[src/rtl/pwm_dac_pkg.sv]
// Shared code type and frame constants for the PWM DAC bank.
package pwm_dac_pkg;
    typedef logic [7:0] code_t;
    localparam code_t CODE_MID   = 8'h80;  // reset code, mid-scale
    localparam code_t LAST_FULL  = 8'd255; // last step index, 256-step frame
    localparam code_t LAST_SHORT = 8'd252; // last step index, 253-step frame
endpackage

[src/rtl/pwm_step_timer.sv]
// Prescaler and shared step counter.
// Assumes STEP_DIV is even and at least 2, so that the fast rate divides by STEP_DIV/2.
// frame_wrap pulses on the clock edge that returns the step counter to 0.
module pwm_step_timer
    import pwm_dac_pkg::*;
#(
    parameter int STEP_DIV = 2
) (
    input  logic  clk,
    input  logic  rst_n,
    input  logic  fast_rate,
    input  logic  frame253,
    output code_t step,
    output logic  frame_wrap
);
    localparam int PW = (STEP_DIV > 2) ? $clog2(STEP_DIV) : 1;
    localparam logic [PW-1:0] SLOW_M1 = PW'(STEP_DIV - 1);
    localparam logic [PW-1:0] FAST_M1 = PW'(STEP_DIV / 2 - 1);

    logic [PW-1:0] presc_q;
    logic          tick;
    code_t         last;

    assign tick       = presc_q >= (fast_rate ? FAST_M1 : SLOW_M1);
    assign last       = frame253 ? LAST_SHORT : LAST_FULL;
    assign frame_wrap = tick && (step >= last);

    // Prescaler: counts clocks within one step.
    always_ff @(posedge clk) begin
        if (!rst_n)    presc_q <= '0;
        else if (tick) presc_q <= '0;
        else           presc_q <= presc_q + 1'b1;
    end

    // Step counter: advances once per tick and wraps at the end of the frame.
    always_ff @(posedge clk) begin
        if (!rst_n)          step <= '0;
        else if (frame_wrap) step <= '0;
        else if (tick)       step <= step + 1'b1;
    end
endmodule

[src/rtl/pwm_chan_reg.sv]
// Holds one channel's code: a pending copy that writes update at once,
// and an active copy that is loaded from it only at a frame boundary.
module pwm_chan_reg
    import pwm_dac_pkg::*;
(
    input  logic  clk,
    input  logic  rst_n,
    input  logic  wr,
    input  code_t wdata,
    input  logic  load,
    output code_t pending,
    output code_t active
);
    // Pending code: takes the written value on the next edge.
    always_ff @(posedge clk) begin
        if (!rst_n)  pending <= CODE_MID;
        else if (wr) pending <= wdata;
    end

    // Active code: copies the pending code at the frame boundary.
    always_ff @(posedge clk) begin
        if (!rst_n)    active <= CODE_MID;
        else if (load) active <= pending;
    end
endmodule

[src/rtl/pwm_chan_cmp.sv]
// Per-channel comparator: the output is high while the step index is below the code.
// Codes at or above the frame length therefore keep the output high for the whole frame.
module pwm_chan_cmp
    import pwm_dac_pkg::*;
(
    input  code_t step,
    input  code_t active,
    output logic  level
);
    // Compare the step index with the active code.
    always_comb level = step < active;
endmodule

[src/rtl/pwm_dac_bank.sv]
// Top level: NCH PWM channels that share one step timer.
// Assumes one clock domain and a synchronous active-low reset.
module pwm_dac_bank
    import pwm_dac_pkg::*;
#(
    parameter int NCH      = 4,
    parameter int STEP_DIV = 2
) (
    input  logic                   clk,
    input  logic                   rst_n,
    input  logic                   fast_rate,
    input  logic                   frame253,
    input  logic                   wr_en,
    input  logic [$clog2(NCH)-1:0] wr_idx,
    input  logic [7:0]             wr_data,
    input  logic [$clog2(NCH)-1:0] rd_idx,
    output logic [7:0]             rd_data,
    output logic [NCH-1:0]         pwm_out
);
    code_t step;
    logic  frame_wrap;
    code_t pend_q   [NCH];
    code_t active_q [NCH];

    pwm_step_timer #(.STEP_DIV(STEP_DIV)) u_timer (
        .clk        (clk),
        .rst_n      (rst_n),
        .fast_rate  (fast_rate),
        .frame253   (frame253),
        .step       (step),
        .frame_wrap (frame_wrap)
    );

    for (genvar i = 0; i < NCH; i++) begin : g_ch
        logic sel;
        assign sel = wr_en && (wr_idx == i[$clog2(NCH)-1:0]);

        pwm_chan_reg u_reg (
            .clk     (clk),
            .rst_n   (rst_n),
            .wr      (sel),
            .wdata   (wr_data),
            .load    (frame_wrap),
            .pending (pend_q[i]),
            .active  (active_q[i])
        );

        pwm_chan_cmp u_cmp (
            .step   (step),
            .active (active_q[i]),
            .level  (pwm_out[i])
        );
    end

    // Read-back mux over the pending codes.
    always_comb rd_data = pend_q[rd_idx];
endmodule

[config.mk]
export PLATFORM = sky130hd
export DESIGN_NAME = pwm_dac_bank
export DESIGN_NICKNAME = d
export VERILOG_FILES = /design/src/rtl/pwm_dac_pkg.sv /design/src/rtl/pwm_step_timer.sv /design/src/rtl/pwm_chan_reg.sv /design/src/rtl/pwm_chan_cmp.sv /design/src/rtl/pwm_dac_bank.sv
export SDC_FILE = /design/constraint.sdc
export NUM_CORES = 1
export LEC_CHECK = 0
export ABC_CLOCK_PERIOD_IN_PS = 2200
export CORE_MARGIN = 5
export CORE_UTILIZATION = 25
export DETAILED_ROUTE_END_ITERATION = 12
export DONT_BUFFER_PORTS = 1
export PLACE_DENSITY = 0.46
export RECOVER_POWER = 100
export REMOVE_ABC_BUFFERS = 1
export SYNTH_ARGS = -nofsm -noshare
export SYNTH_HDL_FRONTEND = slang
export SYNTH_HIERARCHICAL = 1
export SYNTH_SLANG_ARGS = --single-unit
[constraint.sdc]
create_clock -name clk -period 2.2 [get_ports clk]
set_clock_uncertainty 0.05 [all_clocks]
set_input_delay 0.44 -clock clk [delete_from_list [all_inputs] [get_ports clk]]
set_output_delay 0.44 -clock clk [all_outputs]
set_load 0.02 [all_outputs]
# After elaboration in Yosys (flattened, before gate mapping)
# Index checks and enable logic that the tools add are counted.
classes:
  n_mux: 5
  reduce_logical: 8
  eq_ne: 3
  n_bitwise: 2
  order_cmp: 7
  add_sub_neg: 2
op_table:
  columns: ["op", "n"]
  rows:
  - ["$lt 8x8->1", 4]
  - ["$bmux 8 s2", 1]
  - ["$mux 8", 2]
  - ["$add 8x1->8 const B", 1]
  - ["$ge 8x8->1", 1]
  - ["$logic_and 1x1->1", 5]
  - ["$eq 2x2->1 const B", 2]
  - ["$reduce_or 2->1", 2]
  - ["$ge 3x3->1 const B", 1]
  - ["$not 2->3", 1]
  - ["$eq 2x1->1 const B", 1]
  - ["$logic_not 2->1", 1]
  - ["$mux 2", 1]
  - ["$add 1x1->1 const B", 1]
  - ["$ge 1x1->1", 1]
  - ["$mux 1", 1]
  - ["$not 1->1", 1]
word_totals:
  elab_cells: 37
  output_inout_bits: 12
  input_bits: 17
  regBits: 73

# Depth between registers and ports, before layout
depth:
  word_depth: 4
  depth_mapped: 8
  mapped_depth_nobuf: 7

# Modules after synthesis
# Netlist, hierarchy kept.
modules_own_cells:
  columns: ["mod", "seq_area_each_um2", "n_inst", "area_per_inst_um2", "cells_each"]
  rows:
  - ["pwm_chan_reg", 320.3, 4, 603.1, 51]
  - ["pwm_chan_cmp", 0.0, 4, 176.4, 25]
  - ["pwm_step_timer", 180.2, 1, 550.5, 61]
  - ["pwm_dac_bank", 0.0, 1, 227.7, 14]

# Least setup slack after synthesis
# OpenSTA, ideal clock, no wires.
synth_timing:
  kind: "register to register"
  startpoint: "register u_timer.step[0]"
  endpoint: "register g_ch[0].u_reg.active[7]"
  arrival_time_ns: 1.821
  n_path_buf: 1
  path_stages_with_launch: 9
  path_slack_ns: 0.213
  setup_time_ns: 0.116
  path_cell_list: "dfxtp_1 inv_1 ha_1 nor3b_1 nor2_1 and2_1 buf_6 mux2i_1 nand2_1"
synth_via:
  elab_chain_cells: 2
synth_rtl:
  columns: ["item", "line", "rtl"]
  rows:
  - ["from (decl)", "pwm_step_timer.sv:13", "output code_t step,"]
  - ["from (signal assigned)", "pwm_step_timer.sv:39", "else if (tick) step <= step + 1'b1;"]
  - ["$ge 8x8->1", "pwm_step_timer.sv:26", "assign frame_wrap = tick && (step >= last);"]
  - ["$logic_and 1x1->1", "pwm_step_timer.sv:26", null]
  - ["via frame_wrap", "pwm_dac_bank.sv:21", "logic frame_wrap;"]
  - ["to (signal assigned)", "pwm_chan_reg.sv:23", "else if (load) active <= pending;"]
  - ["to (decl)", "pwm_chan_reg.sv:12", "output code_t active"]
# The timed path passes the listed nets, and every way through them passes these cells.
# A chain may end at the register's enable or synchronous reset.

# Worst setup path after layout
layout_timing:
  startpoint: "register u_timer.step[7]"
  endpoint: "output pwm_out[0]"
layout_via:
  elab_chain_cells: 1
layout_rtl:
  columns: ["item", "line", "rtl"]
  rows:
  - ["$lt 8x8->1", "pwm_chan_cmp.sv:11", "always_comb level = step < active;"]
  - ["to (decl)", "pwm_dac_bank.sv:18", "output logic [NCH-1:0] pwm_out"]
# Every way passes these cells.

==> flow_metrics.py <==
metrics = {
    "layout": {
        "antenna_cells": 0,
        "n_fill_cell": 1625,
        "drive_gt1_share_pct": 17.3,
        "areaGrowthSynthToFinish_pct": 16.5,
        "final_cell_mix": "mux2i_1, dfxtp_1, nor2b_1, inv_1, ha_1",
        "final_common_cell": "mux2i_1",
        "fin_area_um2": 4540,
        "final_nets": 442,
    },
    "timing": {
        "fin_crit_sh_pct": 97.5,
        "rsz0062_at_grt": "true",
        "clock.fmax_mhz": 466,
        "hold_ws_ns": 0.120,
        "slew_headroom_pct": 40.9,
        "finalHoldViolCount": 0,
        "worst_pin_slew_ns": 0.887,
        "drv_slew": 0,
        "min_period_ns": 2.14,
        "setup_viol": 0,
    },
    "route": {
        "wirelength_um": 9340,
        "num_vias": 2695,
        "avgRoutedWirePerCell_um": 15.3,
        "viasPerCell": 4.43,
        "drtIter0Drc": 85,
        "drc": 0,
        "drtAntennaViolNets": 0,
        "firstDrtPassIters": 4,
    },
    "setup_path": {
        "cpMaxStageDelayCell": "dfxtp_4",
        "max_stage_delay_ns": 0.37,
        "cp-startpoint": "u_timer/step[7]",
        "worstPathArrival_ns": 1.65,
        "end_kind": "primary output",
        "cp_cell_sequence": "ha_1 -> a21oi_2 -> o21ai_0 -> a41oi_2 -> buf_6",
        "critPathBufInv": 1,
        "worstPathMaxFanout": 6,
        "critPathTopFamily": "compound AO/OA/AOI/OAI gates",
        "path_class": "flip-flop to primary output",
        "required_ns": 1.71,
        "timing.rr.start": "u_timer/step[2]",
        "critPathLaunchType": "flip-flop",
    },
    "synth": {
        "synth_area_leaders": "dfxtp_1, mux2i_1, ha_1",
        "synth_ff_type": "dfxtp_1",
        "yosys.area_share.simple_pct": 16.3,
        "synthAdderAreaFrac_pct": 9.96,
        "synth_seq_cells": 73,
        "syn_area_um2": 3900,
        "synth_top_family_by_area": "multiplexers",
        "synthCells": 379,
        "synth.avg_cell_area_um2": 10.3,
        "synthDominantCellAreaShare_pct": 37.5,
        "synthMuxAreaShare_pct": 21.4,
        "synth_compound_area_share_pct": 7.71,
        "synth.yosys.seq_area_share_pct": 37.5,
        "synth_top_area_cell": "dfxtp_1",
        "synthXorXnorAreaFrac_pct": 0.450,
        "ys_warn_count": 6,
        "synth.distinct_cells": 40,
        "synth-edff-count": 0,
        "async_flop_share_pct": 0,
    },
    "floorplanning": {
        "io_pins": 29,
        "die_area_um2": 18200,
        "core_area_um2": 15300,
        "die_h_um": 135,
        "die_w_um": 135,
        "initial_utilization_pct": 25.5,
        "row_count": 45,
    },
    "clock_tree": {
        "postCtsHoldBufs": 0,
        "ctsLongestPathBuffers": 2,
        "clock_latency_ns": 0.34,
        "root_buffer": "clkbuf_16",
        "path_clk_slew_ns": 0.06,
        "cts_max_level": 3,
        "numCtsBuffers": 9,
        "tritoncts": "done",
        "cts_num_sinks": 73,
    },
    "place": {
        "port_buffers": 0,
        "gp_congestion": 0.810,
        "place_area_um2": 4160,
        "hpwlAfterDp_um": 6790,
    },
    "pwr": {
        "power.density_nw_per_um2": 645,
        "combPwrFrac_pct": 7.3,
        "vdd_drop_max_v": 0.000259,
        "design_power_total_mw": 2.93,
        "power.share.clock_pct": 45.3,
        "p_sw_share_pct": 23.1,
        "leakagePower_nw": 1.53,
        "switching_power_uw": 676,
        "seqPwrFrac_pct": 47.4,
        "p_int_mw": 2.25,
    },
    "grt": {
        "grt_pass1_vias": 2681,
        "grt_use_total_pct": 10.5,
        "grt_overflow": 0,
        "grt_pass1_wl_um": 14500,
        "antenna_found_initial": 0,
        "grt_max_degree": 73,
    },
    "hold_path": {
        "hp-class": "input port to flip-flop",
        "hp-start": "fast_rate",
    },
    "status": {
        "status": "complete, no violations",
    },
    "job": {
        "cap_violations": 0,
    },
}
cell usage after synthesis (all sizes together), types with 2 or more instances:
cell and n:
dfxtp 73, mux2i 64, nor2b 61, inv 32
ha 31, nand2 21, buf 15, o21ai 14
nor2 10, a21oi 8, mux4 8, a211oi 6
a41oi 4, a221oi 2, and3 2, and3b 2
nand3b 2, nand4 2, nor3 2, nor3b 2
o211ai 2, or3 2
final timing paths:
kind / end / slack, ns / cells after the start
setup / recovery: pwm_out[0] / 0.06 / 5
hold / removal: u_timer/presc_q / 0.12 / 1
setup reg to reg: g_ch[3].u_reg/active[3] / 0.13 / 7
hold reg to reg: g_ch[2].u_reg/active[7] / 0.44 / 2
power groups by stage:
stage / registers [mW] / logic, mW / clock network [mW]
final: 1.39 / 0.214 / 1.33
after CTS: 1.39 / 0.214 / 1.37
after detailed placement: 1.42 / 0.208 / 0
after global placement: 1.41 / 0.203 / 0
after global routing: 1.39 / 0.236 / 1.43
after floorplan: 1.41 / 0.155 / 0
cell type report:
type,count,area (µm²),share of cell area [%]
timing repair buffer,20,139,3.06
clock inverter,3,17.5,0.386
sequential,73,1480,32.6
multi-input combinational,258,2270,50.0
clock buffer,12,246,5.43
inverter,32,120,2.65
tap,211,264,5.82
timing repair:
item | CTS | global route
cloned | 0 | 0
endpoints found under the setup margin | 4 | 4
resized for setup | 15 | 19
pin swaps | 3 | 10
setup buffers | 1 | 1
per-stage QoR:
stage                     setup WS (ns)  cells  setup TNS, ns  utilization, %
after global placement            0.157    592              0            27.3
final                            0.0554    609              0            29.7
after global routing            -0.0184    609        -0.0408            29.7
after detailed placement          0.145    592              0            27.3
after CTS                     -0.000607    608      -0.000607            29.5
after floorplan                  -0.609    363         -19.40               -
state kept, by name, summed over array words and instances (netlist names):
name	flops
g_ch.u_reg/active	32
g_ch.u_reg/pending	32
u_timer/step	8
u_timer/presc_q	1
routing by layer:
layer,up-vias,track usage [%],part of all wire [%],routed length [µm]
met4,0,4.24,1.4,132
met3,9,2.94,4.4,407
li1,1347,-,-,-
met2,52,15.1,43,4040
met1,1287,14.8,51,4760
met5,-,0,0,0
cells by family after synthesis:
| family | Yosys count |
|---|---|
| fa+ha+maj | 31 |
| xor+xnor | 2 |
| flops | 73 |
| simple gates | 111 |
| mux | 73 |
| compound gates | 41 |
| buf+inv | 48 |
Note: power is estimated with default switching activity, not from simulation.
